File: src/rtl/intc_pkg.sv
package intc_pkg;

    // Register index inside a bank, taken from address bits 4:2.
    typedef enum logic [2:0] {
        REG_SRC  = 3'd0,
        REG_EN   = 3'd1,
        REG_ACK  = 3'd2,
        REG_SENS = 3'd3,
        REG_POL  = 3'd4,
        REG_STAT = 3'd5
    } bank_reg_e;

    localparam int unsigned NUM_BANKS  = 2;
    localparam int unsigned BANK_BIT   = 5;
    localparam int unsigned LAST_INDEX = 5;

endpackage

File: src/rtl/intc_sync.sv
module intc_sync #(
    parameter int unsigned N      = 32,
    parameter int unsigned STAGES = 2
) (
    input  logic         clk,
    input  logic         rst_n,
    input  logic [N-1:0] async_i,
    output logic [N-1:0] level_o,
    output logic [N-1:0] rise_o,
    output logic [N-1:0] fall_o
);

    logic [STAGES-1:0][N-1:0] stage_q;
    logic [N-1:0]             prev_q;

    always_ff @(posedge clk or negedge rst_n) begin
        if (!rst_n) stage_q[0] <= '0;
        else        stage_q[0] <= async_i;
    end

    for (genvar s = 1; s < STAGES; s++) begin : g_stage
        always_ff @(posedge clk or negedge rst_n) begin
            if (!rst_n) stage_q[s] <= '0;
            else        stage_q[s] <= stage_q[s-1];
        end
    end

    always_ff @(posedge clk or negedge rst_n) begin
        if (!rst_n) prev_q <= '0;
        else        prev_q <= stage_q[STAGES-1];
    end

    assign level_o = stage_q[STAGES-1];
    assign rise_o  = stage_q[STAGES-1] & ~prev_q;
    assign fall_o  = ~stage_q[STAGES-1] & prev_q;

endmodule

File: src/rtl/intc_bank.sv
module intc_bank
    import intc_pkg::*;
#(
    parameter int unsigned N = 32
) (
    input  logic         clk,
    input  logic         rst_n,
    input  logic         hit_i,
    input  logic         we_i,
    input  bank_reg_e    reg_i,
    input  logic [N-1:0] wdata_i,
    input  logic [N-1:0] level_i,
    input  logic [N-1:0] rise_i,
    input  logic [N-1:0] fall_i,
    output logic [N-1:0] rdata_o,
    output logic         irq_o
);

    logic [N-1:0] en_q, sens_q, pol_q, latch_q;
    logic [N-1:0] edge_hit, ack_vec, level_act, pending, status;
    logic         wr;

    assign wr = hit_i & we_i;

    // Write decode: acknowledge is a one-cycle pulse vector.
    always_comb begin
        ack_vec = '0;
        if (wr && reg_i == REG_ACK) ack_vec = wdata_i;
    end

    always_ff @(posedge clk or negedge rst_n) begin
        if (!rst_n) begin
            en_q   <= '0;
            sens_q <= '0;
            pol_q  <= '0;
        end else if (wr) begin
            unique case (reg_i)
                REG_EN:   en_q   <= wdata_i;
                REG_SENS: sens_q <= wdata_i;
                REG_POL:  pol_q  <= wdata_i;
                default:  ;
            endcase
        end
    end

    // Edge qualification per line: polarity 1 rising, 0 falling.
    assign edge_hit = sens_q & ((pol_q & rise_i) | (~pol_q & fall_i));

    always_ff @(posedge clk or negedge rst_n) begin
        if (!rst_n) latch_q <= '0;
        else        latch_q <= (latch_q & ~ack_vec) | edge_hit;
    end

    assign level_act = level_i ^ pol_q;
    assign pending   = (sens_q & latch_q) | (~sens_q & level_act);
    assign status    = pending & en_q;

    always_ff @(posedge clk or negedge rst_n) begin
        if (!rst_n) irq_o <= 1'b0;
        else        irq_o <= |status;
    end

    always_comb begin
        rdata_o = '0;
        if (hit_i) begin
            unique case (reg_i)
                REG_SRC:  rdata_o = level_i;
                REG_EN:   rdata_o = en_q;
                REG_ACK:  rdata_o = '0;
                REG_SENS: rdata_o = sens_q;
                REG_POL:  rdata_o = pol_q;
                REG_STAT: rdata_o = status;
                default:  rdata_o = '0;
            endcase
        end
    end


    edge_wins_chk: assert property (@(posedge clk) disable iff (!rst_n)
        (edge_hit != '0) |=> ((latch_q & $past(edge_hit)) == $past(edge_hit)));


    ack_clears_chk: assert property (@(posedge clk) disable iff (!rst_n)
        ((ack_vec & ~edge_hit) != '0) |=> ((latch_q & $past(ack_vec & ~edge_hit)) == '0));


    irq_follows_chk: assert property (@(posedge clk) disable iff (!rst_n)
        1'b1 |=> (irq_o == $past(|status)));


    reset_state_chk: assert property (@(posedge clk)
        $rose(rst_n) |-> (en_q == '0 && sens_q == '0 && pol_q == '0 && latch_q == '0 && !irq_o));

endmodule

File: src/rtl/intc_dual_bank.sv
module intc_dual_bank
    import intc_pkg::*;
#(
    parameter int unsigned NUM_LINES   = 32,
    parameter int unsigned ADDR_W      = 8,
    parameter int unsigned SYNC_STAGES = 2
) (
    input  logic                 clk,
    input  logic                 rst_n,
    input  logic [NUM_LINES-1:0] irq_lines_i,
    input  logic                 bus_we_i,
    input  logic [ADDR_W-1:0]    bus_addr_i,
    input  logic [NUM_LINES-1:0] bus_wdata_i,
    output logic [NUM_LINES-1:0] bus_rdata_o,
    output logic                 irq_norm_o,
    output logic                 irq_fast_o
);

    localparam int unsigned HI_LSB = BANK_BIT + 1;

    logic [NUM_LINES-1:0] lvl, rise, fall;
    logic [NUM_LINES-1:0] bank_rdata [NUM_BANKS];
    logic [NUM_BANKS-1:0] bank_irq;
    logic                 addr_ok;
    bank_reg_e            reg_sel;

    intc_sync #(.N(NUM_LINES), .STAGES(SYNC_STAGES)) u_sync (
        .clk     (clk),
        .rst_n   (rst_n),
        .async_i (irq_lines_i),
        .level_o (lvl),
        .rise_o  (rise),
        .fall_o  (fall)
    );

    always_comb begin
        reg_sel = bank_reg_e'(bus_addr_i[4:2]);
        addr_ok = (bus_addr_i[1:0] == 2'b00)
               && (bus_addr_i[ADDR_W-1:HI_LSB] == '0)
               && (int'(bus_addr_i[4:2]) <= int'(LAST_INDEX));
    end

    for (genvar b = 0; b < NUM_BANKS; b++) begin : g_bank
        logic hit;
        assign hit = addr_ok && (bus_addr_i[BANK_BIT] == b[0]);
        intc_bank #(.N(NUM_LINES)) u_bank (
            .clk     (clk),
            .rst_n   (rst_n),
            .hit_i   (hit),
            .we_i    (bus_we_i),
            .reg_i   (reg_sel),
            .wdata_i (bus_wdata_i),
            .level_i (lvl),
            .rise_i  (rise),
            .fall_i  (fall),
            .rdata_o (bank_rdata[b]),
            .irq_o   (bank_irq[b])
        );
    end

    assign bus_rdata_o = bank_rdata[0] | bank_rdata[1];
    assign irq_norm_o  = bank_irq[0];
    assign irq_fast_o  = bank_irq[1];


    unmapped_read_chk: assert property (@(posedge clk) disable iff (!rst_n)
        !addr_ok |-> (bus_rdata_o == '0));

endmodule

File: config.mk
export PLATFORM = sky130hd
export DESIGN_NAME = intc_dual_bank
export DESIGN_NICKNAME = d
export VERILOG_FILES = /design/src/rtl/intc_pkg.sv /design/src/rtl/intc_sync.sv /design/src/rtl/intc_bank.sv /design/src/rtl/intc_dual_bank.sv
export SDC_FILE = /design/constraint.sdc
export NUM_CORES = 1
export LEC_CHECK = 0
export BUFFER_PORTS_ARGS = -buffer_cell sky130_fd_sc_hd__buf_2
export CAP_MARGIN = 20
export CORE_ASPECT_RATIO = 1.75
export CORE_MARGIN = 5
export CORE_UTILIZATION = 55
export DETAILED_ROUTE_END_ITERATION = 8
export GPL_TIMING_DRIVEN = 0
export HOLD_SLACK_MARGIN = 0.02
export PLACE_DENSITY = 0.72
export SLEW_MARGIN = 20
export SYNTH_ARGS = -nofsm -noshare
export SYNTH_HDL_FRONTEND = slang
export SYNTH_SLANG_ARGS = --single-unit
File: constraint.sdc
create_clock -name clk -period 3.1 [get_ports clk]
set_input_delay 0.93 -clock clk [delete_from_list [all_inputs] [get_ports clk]]
set_output_delay 0.93 -clock clk [all_outputs]
set_load 0.005 [all_outputs]
# Word level (Yosys, flattened, before mapping)
# Index checks and enable logic that the tools add are counted.
[classes] magnitude_cmp=1 n_eq_ne=5 muxes=6 n_bitwise=36 n_reduce_logical=17
[ops] operator="$and 32x32->32" n=16
[ops] operator="$pmux 32 s5" n=2
[ops] operator="$not 32->32" n=8
[ops] operator="$or 32x32->32" n=7
[ops] operator="$mux 32" n=4
[ops] operator="$reduce_or 32->1" n=2
[ops] operator="$xor 32x32->32" n=2
[ops] operator="$reduce_and 2->1" n=6
[ops] operator="$eq 3x2->1 const B" n=2
[ops] operator="$eq 3x3->1 const B" n=2
[ops] operator="$logic_and 1x1->1" n=6
[ops] operator="$logic_not 2->1" n=2
[ops] operator="$eq 3x1->1 const B" n=1
[ops] operator="$le 3x3->1 const B" n=1
[ops] operator="$logic_not 3->1" n=1
[ops] operator="$and 1x1->1" n=2
[ops] operator="$not 1->1" n=1
[totals] reg_bits=354 input_bits=75 out_inout_bits=34

# Longest topological paths before layout
# Gate-level depths: netlist of the first run.
[logic_depth] depth_word=10 depth_mapped=8

# Cells and area by module
# A second synthesis of the first run with hierarchy kept.
[unflattened] cells_unflattened=1436 hier_area_um2=17456.7
[by_module_without_submodules] mod="intc_bank" instances=2 cells_each=604 area_each_um2=7011.7
[by_module_without_submodules] mod="intc_sync" instances=1 cells_each=192 area_each_um2=3203.1
[by_module_without_submodules] mod="intc_dual_bank" instances=1 cells_each=36 area_each_um2=230.2

# Worst setup path before layout of the first run
# Ideal clock, no wire load.
[synth_timing] path_type="input -> output" start="in bus_addr_i[2]" end="out bus_rdata_o[10]" t_arrival_ns=2.274 slack_ns=-0.104 path_stages=5 n_path_buf=2 path_cell_list="clkbuf_1 > nor3_1 > clkbuf_1 > a221oi_1 > o22ai_1"
[synth_between] elab_chain_len=5 word_cells_on_any_way=14 cone_classes="1 x order compare; 4 x eq/ne; 4 x mux; 1 x bitwise; 4 x reduce/logical"
[synth_rtl] item="start: declaration" line="intc_dual_bank.sv:12" source="input logic [ADDR_W-1:0] bus_addr_i,"
[synth_rtl] item="$le 3x3->1" line="intc_dual_bank.sv:40" source="&& (int'(bus_addr_i[4:2]) <= int'(LAST_INDEX));"
[synth_rtl] item="$logic_and 1x1->1" line="intc_dual_bank.sv:40"
[synth_rtl] item="$logic_and 1x1->1" line="intc_dual_bank.sv:45" source="assign hit = addr_ok && (bus_addr_i[BANK_BIT] == b[0]);"
[synth_rtl] item="$mux 32" line="intc_bank.sv:65" source="if (hit_i) begin"
[synth_rtl] item="$or 32x32->32 *" line="intc_dual_bank.sv:61" source="assign bus_rdata_o = bank_rdata[0] | bank_rdata[1];"
[synth_rtl] item="end: declaration" line="intc_dual_bank.sv:14" source="output logic [NUM_LINES-1:0] bus_rdata_o,"
# Mark *: on every way between the ends. The rest lies on a longest branch, timed or not.

# Worst setup path in the final report of the first run
[layout_timing] start="in bus_addr_i[3]" end="out bus_rdata_o[10]"
# The elaborated chain is that of the path after synthesis.

==> results of run 1 <==
-- repair_timing --
item | in CTS | in global routing
buffers inserted | 18 | 6
setup endpoints to repair | 32 | 32
gates cloned | 4 | 3
gates resized for setup | 184 | 88
pin swaps | 45 | 35
-- area by class of cell --
| type | instances | area share [%] |
|---|---|---|
| flip-flops and latches | 354 | 44.37 |
| multi-input cells | 945 | 38.61 |
| repair buffers | 139 | 5.271 |
| clock buffers | 53 | 5.177 |
| plain buffers | 98 | 3.641 |
| well taps | 382 | 2.394 |
| clock inverters | 8 | 0.4826 |
| diodes | 4 | 0.05014 |
-- metal layers --
layer	track usage [%]	share of wire (%)
met1	32.60	36
met2	48.87	51
met3	5.064	6.3
met4	18.13	6.5
met5	0	0
-- cells by family after synthesis --
group	synth area share [%]
AO/OA/AOI/OAI	18.28
multiplexers	13.17
XOR/XNOR	3.414
flip-flops	53.96
buffers and inverters	2.736
AND/OR/NAND/NOR	8.444
-- synth_stat cells, types with 2 or more instances --
cell type | number | area (µm²)
sky130_fd_sc_hd__nand3b_1 | 2 | 15.01
sky130_fd_sc_hd__o211ai_1 | 64 | 480.5
sky130_fd_sc_hd__nor2_1 | 7 | 26.28
sky130_fd_sc_hd__nand2_1 | 135 | 506.7
sky130_fd_sc_hd__nand4_1 | 18 | 112.6
sky130_fd_sc_hd__mux2_1 | 14 | 157.7
sky130_fd_sc_hd__buf_2 | 27 | 135.1
sky130_fd_sc_hd__nor4_1 | 4 | 25.02
sky130_fd_sc_hd__xor2_1 | 64 | 560.5
sky130_fd_sc_hd__nor2b_1 | 2 | 12.51
sky130_fd_sc_hd__buf_4 | 10 | 75.07
sky130_fd_sc_hd__clkbuf_2 | 2 | 10.01
sky130_fd_sc_hd__a221oi_1 | 64 | 560.5
sky130_fd_sc_hd__nand2b_1 | 96 | 600.6
sky130_fd_sc_hd__o22ai_1 | 94 | 588.1
sky130_fd_sc_hd__nor3b_1 | 2 | 15.01
sky130_fd_sc_hd__nand4b_1 | 2 | 17.52
sky130_fd_sc_hd__a22oi_1 | 64 | 480.5
sky130_fd_sc_hd__o21ai_0 | 66 | 330.3
sky130_fd_sc_hd__clkbuf_1 | 60 | 225.2
sky130_fd_sc_hd__a22o_1 | 64 | 560.5
sky130_fd_sc_hd__dfrtp_1 | 354 | 8859
sky130_fd_sc_hd__nor3_2 | 2 | 20.02
sky130_fd_sc_hd__mux2_2 | 178 | 2004
-- power by group --
part / internal, mW / total [mW] / switching [mW]
Combinational: 0.559 / 1.11 / 0.553
Sequential: 4.98 / 5.26 / 0.275
Clock: 2.47 / 4.24 / 1.78
Total: 8.01 / 10.6 / 2.61
-- worst max-delay path, stage by stage --
cell and delay [ps]:
sky130_fd_sc_hd__buf_8 100, sky130_fd_sc_hd__buf_8 120, sky130_fd_sc_hd__nor3b_4 260, sky130_fd_sc_hd__buf_6 170
sky130_fd_sc_hd__buf_12 180, sky130_fd_sc_hd__buf_12 160, sky130_fd_sc_hd__a22oi_2 70, sky130_fd_sc_hd__o21ai_1 70
sky130_fd_sc_hd__a221oi_1 60, sky130_fd_sc_hd__o22ai_1 280, sky130_fd_sc_hd__buf_2 170
-- through the flow --
step | hold WS (ps) | cells
floorplan | 331.2 | 1399
detailed placement | 335.5 | 1891
global placement | 332.8 | 1887
CTS | 325.5 | 1973
global route | 345.1 | 1982
finish | 313.0 | 1983
-- registers in the layout, summed over array words and instances, names as in the netlist --
name / cells
g_bank.u_bank.en_q: 64
g_bank.u_bank.latch_q: 64
g_bank.u_bank.pol_q: 64
g_bank.u_bank.sens_q: 64
u_sync.level_o: 32
u_sync.prev_q: 32
u_sync.stage_q: 32
g_bank.u_bank.irq_o: 2
-- path summary, 6_finish.rpt --
check | start | to | slack [ps]
max in group asynchronous | rst_n | g_bank[0].u_bank.sens_q[17] | 1120
setup reg to reg | u_sync.level_o[9] | g_bank[0].u_bank.irq_o | 780
hold reg to reg | u_sync.stage_q[11] | u_sync.level_o[11] | 340
min in group clk | u_sync.stage_q[11] | u_sync.level_o[11] | 340
hold / removal | rst_n | u_sync.prev_q[29] | 310
setup / recovery | bus_addr_i[3] | bus_rdata_o[10] | -440
==> metrics.txt, run 1 <==
# TYPE chip_impl_metric gauge
chip_impl_info{name="outcome",value="finished with violations"} 1
chip_impl_info{name="failed_checks",value="setup timing"} 1
chip_impl_metric{name="place.gp.congestion",unit=""} 0.8688
chip_impl_metric{name="grt_antenna_before_repair",unit=""} 3
chip_impl_metric{name="cts_sinks",unit=""} 354
chip_impl_metric{name="post_synth.cell_area_avg",unit="µm²"} 11.73
chip_impl_metric{name="final_core_utilization",unit="%"} 67.93
chip_impl_metric{name="cellPowerDensity",unit="nW/µm²"} 531.7
chip_impl_metric{name="area_delta_synth_final",unit="%"} 21.60
chip_impl_metric{name="n_fill_cell",unit=""} 2164
chip_impl_metric{name="ant_nets",unit=""} 0
chip_impl_info{name="tritoncts_clock_tree",value="done"} 1
chip_impl_metric{name="count_of_mapped_cells_out_of_synthesis",unit=""} 1399
chip_impl_metric{name="detailed_place.area",unit="µm²"} 17560
chip_impl_info{name="rsz0062_at_grt",value="yes"} 1
chip_impl_metric{name="setup_viol",unit=""} 32
chip_impl_metric{name="timing.fmax",unit="MHz"} 282.7
chip_impl_metric{name="io_pins",unit=""} 109
chip_impl_metric{name="portBuffers",unit=""} 106
chip_impl_metric{name="final-max-slew-violation-count",unit=""} 0
chip_impl_metric{name="cts-buffers-inserted",unit=""} 34
chip_impl_metric{name="worst_slew_pin_slew",unit="ps"} 613.9
chip_impl_metric{name="track_usage",unit="%"} 28.45
chip_impl_metric{name="routedWlPerCell",unit="µm"} 24.71
chip_impl_metric{name="critical_path_peak_fanout",unit=""} 8
chip_impl_metric{name="rows",unit=""} 83
chip_impl_metric{name="dp_hpwl",unit="µm"} 31280
chip_impl_metric{name="htree_levels",unit=""} 2
chip_impl_metric{name="initial_utilization",unit="%"} 55.86
chip_impl_metric{name="die-area",unit="µm²"} 33540
chip_impl_metric{name="drt_first_pass_iters",unit=""} 5
chip_impl_metric{name="fin_setup_tns",unit="ps"} -10870
chip_impl_metric{name="final_instance_area",unit="µm²"} 19960
chip_impl_metric{name="globalRoute.totalOverflow",unit=""} 0
chip_impl_metric{name="async_flop_share",unit="%"} 100.0
chip_impl_metric{name="multiInputGateArea",unit="µm²"} 7707
chip_impl_metric{name="floorplan.die.height",unit="µm"} 238.6
chip_impl_metric{name="routed_wirelength",unit="µm"} 49010
chip_impl_metric{name="r2r_cells",unit=""} 7
chip_impl_metric{name="critical_path_arrival",unit="ps"} 2610
chip_impl_metric{name="fp.dieW",unit="µm"} 140.6
chip_impl_metric{name="worst_setup_slack_after_layout",unit="ps"} -437.8
chip_impl_metric{name="timing.final.crit_period",unit="ps"} 3538
chip_impl_metric{name="number_of_vias_after_detailed_routing",unit=""} 12870
chip_impl_metric{name="synth.cell_area",unit="µm²"} 16420
chip_impl_metric{name="holdBufCountCts",unit=""} 0
chip_impl_metric{name="distinct_cell_type_count_of_the_synthesized_netlist",unit=""} 28
chip_impl_metric{name="seq_area_frac_synth",unit="%"} 53.96
chip_impl_metric{name="cts.clk_slew.worst_paths",unit="ps"} 60
chip_impl_metric{name="viasPerCell",unit=""} 6.488
chip_impl_metric{name="share_of_the_clock_period_used_by_the_worst_path",unit="%"} 114.1
chip_impl_metric{name="final_net_count",unit=""} 1647
chip_impl_metric{name="ys_ff_latch",unit=""} 354
chip_impl_info{name="clockRootBuffer",value="sky130_fd_sc_hd__clkbuf_16"} 1
chip_impl_metric{name="drive_gt1_share",unit="%"} 34.31
chip_impl_metric{name="clkLatencyLatePin",unit="ps"} 540
chip_impl_metric{name="seqCellArea",unit="µm²"} 8859
chip_impl_metric{name="route.detailed.drc",unit=""} 0
chip_impl_metric{name="synth-edff-count",unit=""} 0
chip_impl_metric{name="first_global_vias",unit=""} 13380
chip_impl_info{name="worstSetupStartpointType",value="input port"} 1
chip_impl_metric{name="grt_first_pass_wirelength",unit="µm"} 74540
chip_impl_metric{name="cap_violations",unit=""} 0
chip_impl_info{name="mostFrequentLayoutCell",value="sky130_fd_sc_hd__dfrtp_1"} 1
chip_impl_metric{name="leakage_power_summed_over_all_cells",unit="nW"} 8.657
chip_impl_info{name="synth-main-ff-cell",value="sky130_fd_sc_hd__dfrtp_1"} 1
chip_impl_info{name="setup.worst_path.class",value="input port to output port"} 1
chip_impl_info{name="hold_path.class",value="input port to async pin"} 1
chip_impl_metric{name="yosys_warnings",unit=""} 0
chip_impl_metric{name="clock_tree.buffer_depth",unit=""} 3
chip_impl_metric{name="placement.setup.worst_slack",unit="ps"} -1074
chip_impl_info{name="crit_path_end_kind",value="output port"} 1
chip_impl_info{name="layout_common_cells",value="sky130_fd_sc_hd__dfrtp_1, sky130_fd_sc_hd__mux2_2, sky130_fd_sc_hd__nand2_1"} 1
chip_impl_metric{name="skew",unit="ps"} 27.95
chip_impl_metric{name="dr.first_iter.drc_count",unit=""} 1016
chip_impl_metric{name="hold_violations",unit=""} 0
chip_impl_metric{name="maxSlewHeadroom",unit="%"} 58.70
chip_impl_metric{name="fp.coreArea",unit="µm²"} 29390
chip_impl_metric{name="synth_fp_nets",unit=""} 1474
chip_impl_metric{name="vdd_drop_max",unit="V"} 0.0005060
chip_impl_metric{name="pin_count_of_the_biggest_net_entering_global_routing",unit=""} 96
chip_impl_metric{name="timing.critical_path.required",unit="ps"} 2170
chip_impl_metric{name="fin_total_pwr",unit="mW"} 10.61
Power figures use the tool's default switching activity.
==> run 2: changes to the inputs <==
Settings changed: PLACE_DENSITY 0.72 to 0.76, RECOVER_POWER from default to 25, SYNTH_HIERARCHICAL from default to 1.
==> run 2 against run 1 <==
The flow still finishes with violations (setup timing); register-to-register slack better by 80 ps; final cell count grew 1.2%; via count is 1.5% lower; design area is 0.64% higher; wire length decreased by 1.8%; clock skew shrank 8.6 ps; largest power group unchanged; highest routed layer is now met5.
==> metrics.txt, run 2 <==
# TYPE chip_impl_metric gauge
chip_impl_info{name="critical_path.top_delay_family",value="simple AND/OR/NAND/NOR gates"} 1
chip_impl_metric{name="critical_path_depth",unit=""} 8
chip_impl_info{name="rsz0062_at_grt",value="yes"} 1
chip_impl_metric{name="dp_hpwl",unit="µm"} 32290
chip_impl_metric{name="initial_utilization",unit="%"} 55.56
chip_impl_info{name="cp_slowest_cell",value="sky130_fd_sc_hd__or4_4"} 1
chip_impl_metric{name="dr.first_iter.drc_count",unit=""} 886
chip_impl_metric{name="hold_violations",unit=""} 0
chip_impl_info{name="synth_top_cell_by_area",value="sky130_fd_sc_hd__dfrtp_1"} 1
chip_impl_metric{name="pin_count_of_the_biggest_net_entering_global_routing",unit=""} 80
chip_impl_metric{name="route.detailed.drc",unit=""} 0
chip_impl_metric{name="cap_violations",unit=""} 0
chip_impl_metric{name="holdBufCountCts",unit=""} 0
chip_impl_metric{name="cts_sinks",unit=""} 354
chip_impl_info{name="worst_r2r_startpoint",value="u_sync/level_o[14]"} 1
chip_impl_metric{name="synth.cell_area",unit="µm²"} 17460
chip_impl_metric{name="skew",unit="ps"} 19.34
chip_impl_info{name="yosys.cell_count.top_type",value="sky130_fd_sc_hd__dfrtp_1"} 1
chip_impl_info{name="hold_path.class",value="register to register"} 1
chip_impl_info{name="setup.worst_path.class",value="input port to output port"} 1
chip_impl_metric{name="track_usage",unit="%"} 27.39
chip_impl_metric{name="drive_gt1_share",unit="%"} 32.50
chip_impl_metric{name="io_pins",unit=""} 109
chip_impl_metric{name="yosys_warnings",unit=""} 6
chip_impl_metric{name="critical_path_peak_fanout",unit=""} 10
chip_impl_metric{name="cts-buffers-inserted",unit=""} 34
chip_impl_metric{name="critical_path_arrival",unit="ps"} 2710
chip_impl_metric{name="seq_area_frac_synth",unit="%"} 50.75
chip_impl_metric{name="timing.critical_path.required",unit="ps"} 2170
chip_impl_metric{name="cellPowerDensity",unit="nW/µm²"} 518.2
chip_impl_metric{name="rows",unit=""} 86
chip_impl_metric{name="worst_setup_slack_after_layout",unit="ps"} -541.6
chip_impl_metric{name="timing.final.crit_period",unit="ps"} 3642
chip_impl_metric{name="area_delta_synth_final",unit="%"} 15.09
chip_impl_metric{name="synth_fp_nets",unit=""} 1511
chip_impl_metric{name="place.gp.congestion",unit=""} 0.8922
chip_impl_info{name="crit_path_cell_trace",value="buf_6, or4_4, a211oi_4, o21ai_4, buf_8, a31oi_2, or2_4, buf_2"} 1
chip_impl_metric{name="ant_nets",unit=""} 0
chip_impl_metric{name="viasPerCell",unit=""} 6.312
chip_impl_metric{name="share_of_the_clock_period_used_by_the_worst_path",unit="%"} 117.5
chip_impl_metric{name="fp.dieW",unit="µm"} 144.7
chip_impl_metric{name="r2r_cells",unit=""} 6
chip_impl_metric{name="grt_antenna_before_repair",unit=""} 4
chip_impl_metric{name="timing.fmax",unit="MHz"} 274.6
chip_impl_info{name="timing.rr.end",value="g_bank[1].u_bank/irq_o"} 1
chip_impl_metric{name="routedWlPerCell",unit="µm"} 23.97
chip_impl_metric{name="crit_path_max_incr_delay",unit="ps"} 560
chip_impl_metric{name="htree_levels",unit=""} 2
chip_impl_info{name="failed_checks",value="setup timing"} 1
chip_impl_info{name="worstSetupStartpointType",value="input port"} 1
chip_impl_metric{name="fp.coreArea",unit="µm²"} 31420
chip_impl_info{name="synth-main-ff-cell",value="sky130_fd_sc_hd__dfrtp_1"} 1
chip_impl_metric{name="yosys.area.top_type_share",unit="%"} 50.75
chip_impl_info{name="outcome",value="finished with violations"} 1
chip_impl_info{name="timing.critical_path.to",value="bus_rdata_o[24]"} 1
chip_impl_metric{name="drt_first_pass_iters",unit=""} 5
chip_impl_metric{name="die-area",unit="µm²"} 35540
chip_impl_metric{name="first_global_vias",unit=""} 13510
chip_impl_metric{name="finalNonFillerCells",unit=""} 2007
chip_impl_info{name="netlist_top_cells_count",value="sky130_fd_sc_hd__dfrtp_1, sky130_fd_sc_hd__mux2_1, sky130_fd_sc_hd__a22oi_1"} 1
chip_impl_metric{name="routed_wirelength",unit="µm"} 48100
chip_impl_info{name="crit_path_end_kind",value="output port"} 1
chip_impl_metric{name="worst_slew_pin_slew",unit="ps"} 1405
chip_impl_metric{name="timing.reg2reg.setup_slack",unit="ps"} 860
chip_impl_info{name="layout_common_cells",value="sky130_fd_sc_hd__dfrtp_1, sky130_fd_sc_hd__mux2_1, sky130_fd_sc_hd__buf_2, sky130_fd_sc_hd__a22oi_1, sky130_fd_sc_hd__or2_2"} 1
chip_impl_metric{name="count_of_mapped_cells_out_of_synthesis",unit=""} 1436
chip_impl_info{name="tritoncts_clock_tree",value="done"} 1
chip_impl_metric{name="post_synth.cell_area_avg",unit="µm²"} 12.16
chip_impl_metric{name="number_of_vias_after_detailed_routing",unit=""} 12670
chip_impl_info{name="synth_area_leaders",value="sky130_fd_sc_hd__dfrtp_1, sky130_fd_sc_hd__mux2_1, sky130_fd_sc_hd__a22oi_1"} 1
chip_impl_metric{name="final_net_count",unit=""} 1663
chip_impl_metric{name="maxSlewHeadroom",unit="%"} 6.318
chip_impl_metric{name="placedCellCount",unit=""} 1944
chip_impl_info{name="launching_element_of_the_worst_setup_path",value="bus_addr_i[1]"} 1
chip_impl_metric{name="portBuffers",unit=""} 108
chip_impl_metric{name="leakage_power_summed_over_all_cells",unit="nW"} 9.364
chip_impl_metric{name="crit_buf_inv",unit=""} 3
chip_impl_metric{name="cts.clk_slew.worst_paths",unit="ps"} 60
chip_impl_metric{name="async_flop_share",unit="%"} 100.0
chip_impl_metric{name="distinct_cell_type_count_of_the_synthesized_netlist",unit=""} 29
chip_impl_metric{name="floorplan.die.height",unit="µm"} 245.7
chip_impl_metric{name="ys_ff_latch",unit=""} 354
chip_impl_metric{name="grt_first_pass_wirelength",unit="µm"} 74680
chip_impl_info{name="worst_hold_startpoint",value="u_sync/stage_q[9]"} 1
chip_impl_metric{name="globalRoute.totalOverflow",unit=""} 0
chip_impl_info{name="mostFrequentLayoutCell",value="sky130_fd_sc_hd__dfrtp_1"} 1
chip_impl_metric{name="synth-edff-count",unit=""} 0
chip_impl_info{name="clockRootBuffer",value="sky130_fd_sc_hd__clkbuf_16"} 1
chip_impl_metric{name="clock_tree.buffer_depth",unit=""} 3
chip_impl_metric{name="final-max-slew-violation-count",unit=""} 0
chip_impl_metric{name="setup_viol",unit=""} 32
chip_impl_metric{name="vdd_drop_max",unit="V"} 0.0005562
chip_impl_metric{name="final_core_utilization",unit="%"} 63.94
chip_impl_metric{name="clkLatencyLatePin",unit="ps"} 530
## run 2: through the flow
stage / power (mW) / hold WS, ps / TNS, ps / setup slack (ps) / cell area, µm²
after global routing: 10.79 / 356.4 / -17420 / -600.1 / 20090
final: 10.41 / 347.5 / -15620 / -541.6 / 20090
after CTS: 10.47 / 323.1 / -17630 / -603.2 / 20000
after floorplan: 5.847 / 331.2 / -2077 / -69.22 / 17500
after detailed placement: 6.295 / 335.6 / -60670 / -1065 / 18660
after global placement: 6.232 / 331.4 / -2004010 / -5547 / 18540
## run 2: worst register-to-register path: stages, from the launching register on
cell and delay (ps):
sky130_fd_sc_hd__dfrtp_1 400, sky130_fd_sc_hd__buf_4 160, sky130_fd_sc_hd__xor2_1 150, sky130_fd_sc_hd__o211ai_1 310, sky130_fd_sc_hd__nand4_1 340, sky130_fd_sc_hd__nor4_1 590
sky130_fd_sc_hd__nand2_1 150
## run 2: final cells by class
type	instances	area (µm²)
clock buffers	50	1032
plain buffers	102	775.7
multi-input cells	977	8168
fillers	2463	11330
flip-flops and latches	354	8859
inverters	3	15.01
clock inverters	7	66.31
diodes	2	5.005
repair buffers	116	674.4
well taps	396	495.5
## run 2: worst min path at each step
stage	to	slack (ps)	depth (start not counted)
6_report	u_sync/level_o[9]	350	0
5_1_grt	u_sync/level_o[28]	360	0
4_1_cts	u_sync/level_o[29]	320	1
3_5_place_dp	u_sync/level_o[9]	340	0
3_3_place_gp	u_sync/level_o[13]	330	0
2_1_floorplan	u_sync/level_o[0]	330	0
## run 2: report_power, final
group | switching, mW | internal (mW) | leakage [nW]
logic | 0.507 | 0.512 | 4.18
clock network | 1.77 | 2.39 | 0.544
registers | 0.249 | 4.98 | 4.64
total | 2.53 | 7.88 | 9.36
## run 2: layer usage
metal	GRT usage, %	vias to the layer above	share of wire, %
met4	15.87	4	5.7
li1	-	5560	-
met2	46.90	500	52
met3	5.429	176	6.3
met1	31.36	6428	36
met5	0	-	0.035
## run 2: repair_timing
action | CTS | global route
buffers inserted | 3 | 1
setup endpoints to repair | 46 | 82
pin swaps | 4 | 4
resized for setup | 70 | 47
## run 2: cell families (layout without fill, tap and decap cells)
logic type             Yosys count  after routing  synth area share [%]
AND/OR/NAND/NOR                333            333                 12.02
multiplexers                   256            256                 16.51
XOR/XNOR                        64             64                 3.211
buffers and inverters          105            278                 3.605
AO/OA/AOI/OAI                  324            324                 13.90
flip-flops                     354            354                 50.75
other                            0              2                     0
==> run 3: changes to the inputs <==
Settings changed: PLACE_DENSITY 0.76 to default, PLACE_DENSITY_LB_ADDON from default to 0.12.
==> run 3 against run 2 <==
The run ends with capacitance limit, slew limit, setup timing left; die area did not move; non-clock buffer count grew 1; global-route usage up 0.44 points; utilization is 0.30 points higher; critical endpoint is now bus_rdata_o[13]; worst hold slack lost 1.8 ps; first-iteration DRC count fell by 26%; sequential cell count unchanged; sequential power about the same.
==> metrics.txt, run 3 (synthesis gave the netlist of run 2 again) <==
# TYPE chip_impl_metric gauge
chip_impl_metric{name="drive_gt1_share",unit="%"} 32.40
chip_impl_metric{name="route.detailed.drc",unit=""} 0
chip_impl_metric{name="routed_wirelength",unit="µm"} 48310
chip_impl_metric{name="dr.first_iter.drc_count",unit=""} 660
chip_impl_metric{name="maxSlewHeadroom",unit="%"} -43.64
chip_impl_info{name="mostFrequentLayoutCell",value="sky130_fd_sc_hd__dfrtp_1"} 1
chip_impl_metric{name="r2r_cells",unit=""} 6
chip_impl_metric{name="initial_utilization",unit="%"} 55.56
chip_impl_metric{name="share_of_the_clock_period_used_by_the_worst_path",unit="%"} 116.1
chip_impl_metric{name="rows",unit=""} 86
chip_impl_metric{name="cts-buffers-inserted",unit=""} 35
chip_impl_metric{name="pin_count_of_the_biggest_net_entering_global_routing",unit=""} 102
chip_impl_metric{name="clock_tree.buffer_depth",unit=""} 3
chip_impl_metric{name="number_of_vias_after_detailed_routing",unit=""} 12430
chip_impl_info{name="worstSetupStartpointType",value="input port"} 1
chip_impl_info{name="worst_r2r_startpoint",value="u_sync/level_o[7]"} 1
chip_impl_metric{name="worst_setup_slack_after_layout",unit="ps"} -497.6
chip_impl_metric{name="ant_nets",unit=""} 0
chip_impl_info{name="tritoncts_clock_tree",value="done"} 1
chip_impl_metric{name="die-area",unit="µm²"} 35540
chip_impl_metric{name="fp.coreArea",unit="µm²"} 31420
chip_impl_metric{name="timing.reg2reg.setup_slack",unit="ps"} 900
chip_impl_metric{name="grt_antenna_before_repair",unit=""} 4
chip_impl_metric{name="critical_path_arrival",unit="ps"} 2670
chip_impl_metric{name="cts_sinks",unit=""} 354
chip_impl_info{name="timing.rr.end",value="g_bank[1].u_bank/irq_o"} 1
chip_impl_metric{name="first_global_vias",unit=""} 13490
chip_impl_info{name="hold_path.class",value="register to register"} 1
chip_impl_metric{name="timing.critical_path.required",unit="ps"} 2170
chip_impl_metric{name="final_instance_area",unit="µm²"} 20180
chip_impl_info{name="crit_path_end_kind",value="output port"} 1
chip_impl_metric{name="dp_hpwl",unit="µm"} 33700
chip_impl_metric{name="portBuffers",unit=""} 108
chip_impl_metric{name="io_pins",unit=""} 109
chip_impl_metric{name="worst_slew_pin_slew",unit="ps"} 2155
chip_impl_metric{name="htree_levels",unit=""} 2
chip_impl_metric{name="clkLatencyLatePin",unit="ps"} 530
chip_impl_metric{name="final-max-slew-violation-count",unit=""} 47
chip_impl_info{name="holdPathEnd",value="u_sync/level_o[19]"} 1
chip_impl_metric{name="leakage_power_summed_over_all_cells",unit="nW"} 9.396
chip_impl_metric{name="track_usage",unit="%"} 27.83
chip_impl_metric{name="fp.dieW",unit="µm"} 144.7
chip_impl_metric{name="area_delta_synth_final",unit="%"} 15.63
chip_impl_metric{name="grt_first_pass_wirelength",unit="µm"} 75220
chip_impl_metric{name="vdd_drop_max",unit="V"} 0.0005778
chip_impl_info{name="rsz0062_at_grt",value="yes"} 1
chip_impl_metric{name="globalRoute.totalOverflow",unit=""} 0
chip_impl_info{name="outcome",value="finished with violations"} 1
chip_impl_metric{name="timing.final.crit_period",unit="ps"} 3598
chip_impl_metric{name="floorplan.die.height",unit="µm"} 245.7
chip_impl_metric{name="hold_path_depth",unit=""} 0
chip_impl_metric{name="critical_path_peak_fanout",unit=""} 12
chip_impl_metric{name="final_net_count",unit=""} 1665
chip_impl_info{name="clockRootBuffer",value="sky130_fd_sc_hd__clkbuf_16"} 1
chip_impl_info{name="layout_common_cells",value="sky130_fd_sc_hd__dfrtp_1, sky130_fd_sc_hd__mux2_1, sky130_fd_sc_hd__buf_2"} 1
chip_impl_metric{name="detailed_place.area",unit="µm²"} 18660
chip_impl_metric{name="routedWlPerCell",unit="µm"} 24.02
chip_impl_metric{name="skew",unit="ps"} 13.43
chip_impl_metric{name="final_core_utilization",unit="%"} 64.24
chip_impl_metric{name="viasPerCell",unit=""} 6.180
chip_impl_metric{name="cts.clk_slew.worst_paths",unit="ps"} 60
chip_impl_info{name="worst_hold_startpoint",value="u_sync/stage_q[19]"} 1
chip_impl_metric{name="place.gp.congestion",unit=""} 0.8944
chip_impl_metric{name="timing.fmax",unit="MHz"} 278.0
chip_impl_metric{name="cap_violations",unit=""} 1
chip_impl_metric{name="drt_first_pass_iters",unit=""} 5
chip_impl_metric{name="hold_violations",unit=""} 0
chip_impl_info{name="failed_checks",value="capacitance limit, slew limit, setup timing"} 1
chip_impl_info{name="setup.worst_path.class",value="input port to output port"} 1
chip_impl_metric{name="cellPowerDensity",unit="nW/µm²"} 512.0
chip_impl_metric{name="setup_viol",unit=""} 102
## run 3: cell types whose count changed in the layout (fill, tap and decap cells not counted), moves of 2 or more
cell / previous run / this run
sky130_fd_sc_hd__clkbuf_16: 35 / 40
sky130_fd_sc_hd__a22oi_1: 121 / 115
sky130_fd_sc_hd__buf_2: 121 / 128
sky130_fd_sc_hd__buf_16: 2 / 4
sky130_fd_sc_hd__clkbuf_4: 8 / 4
sky130_fd_sc_hd__diode_2: 2 / 4
sky130_fd_sc_hd__clkbuf_1: 5 / 12
sky130_fd_sc_hd__buf_8: 7 / 5
sky130_fd_sc_hd__clkbuf_2: 19 / 11
sky130_fd_sc_hd__or2_4: 3 / 7
sky130_fd_sc_hd__clkbuf_8: 10 / 4
sky130_fd_sc_hd__a22oi_2: 7 / 13
sky130_fd_sc_hd__clkinvlp_4: 2 / 0
sky130_fd_sc_hd__or2_2: 93 / 89
## run 3: metal layers
| layer | track usage [%] | up-vias | share of wire, % |
|---|---|---|---|
| met5 | 0 | - | 0 |
| met4 | 17.90 | 0 | 7.0 |
| met3 | 4.184 | 171 | 5.8 |
| met2 | 48.16 | 439 | 51 |
| met1 | 31.44 | 6258 | 36 |
| li1 | - | 5559 | - |
## run 3: timing repair
| action | 4_1_cts | 5_1_grt |
|---|---|---|
| setup buffers | 5 | 1 |
| pin swaps | 4 | 4 |
| gates resized for setup | 76 | 58 |
| hold buffers | 0 | 0 |
| setup endpoints to repair | 52 | 62 |
## run 3: area by class of cell
cell class	instances	area (µm²)
inverters	3	11.26
well taps	396	495.5
clock buffers	52	1012
repair buffers	117	726.9
flip-flops and latches	354	8859
clock inverters	6	55.05
multi-input cells	977	8193
diodes	4	10.01
plain buffers	102	822.0
fillers	2552	11240
## run 3: critical path, cell delays in order
cell	delay, ps
sky130_fd_sc_hd__buf_4	220
sky130_fd_sc_hd__nor3b_2	470
sky130_fd_sc_hd__buf_2	440
sky130_fd_sc_hd__a22oi_1	150
sky130_fd_sc_hd__a31oi_2	160
sky130_fd_sc_hd__or2_4	170
sky130_fd_sc_hd__buf_2	110
## run 3: how the worst max path moves through the flow
stage,from,end,slack [ps],depth (start not counted)
after floorplan,bus_addr_i[1],bus_rdata_o[10],-70,6
after global placement,rst_n,u_sync/stage_q[9],-5730,1
after detailed placement,bus_addr_i[4],bus_rdata_o[9],-980,7
after CTS,bus_addr_i[1],bus_rdata_o[11],-520,8
after global routing,rst_n,g_bank[1].u_bank/latch_q[12],-530,4
final,bus_addr_i[4],bus_rdata_o[13],-500,7
## run 3: metrics by stage
step	cells	hold WS [ps]	setup WS, ps	setup TNS (ps)	total power [mW]
after floorplan	1436	331.2	-69.22	-2077	5.847
after global placement	1940	332.4	-5734	-2068790	6.246
after detailed placement	1944	335.8	-983.7	-60440	6.296
after CTS	2007	289.9	-515.9	-15440	10.43
after global routing	2010	355.7	-531.9	-108130	10.76
final	2011	345.7	-497.6	-15160	10.33
## run 3: power breakdown
part,internal (mW),switching (mW),total (mW)
Combinational,0.520,0.507,1.03
Sequential,4.98,0.244,5.23
Clock,2.34,1.74,4.08
Total,7.84,2.50,10.3
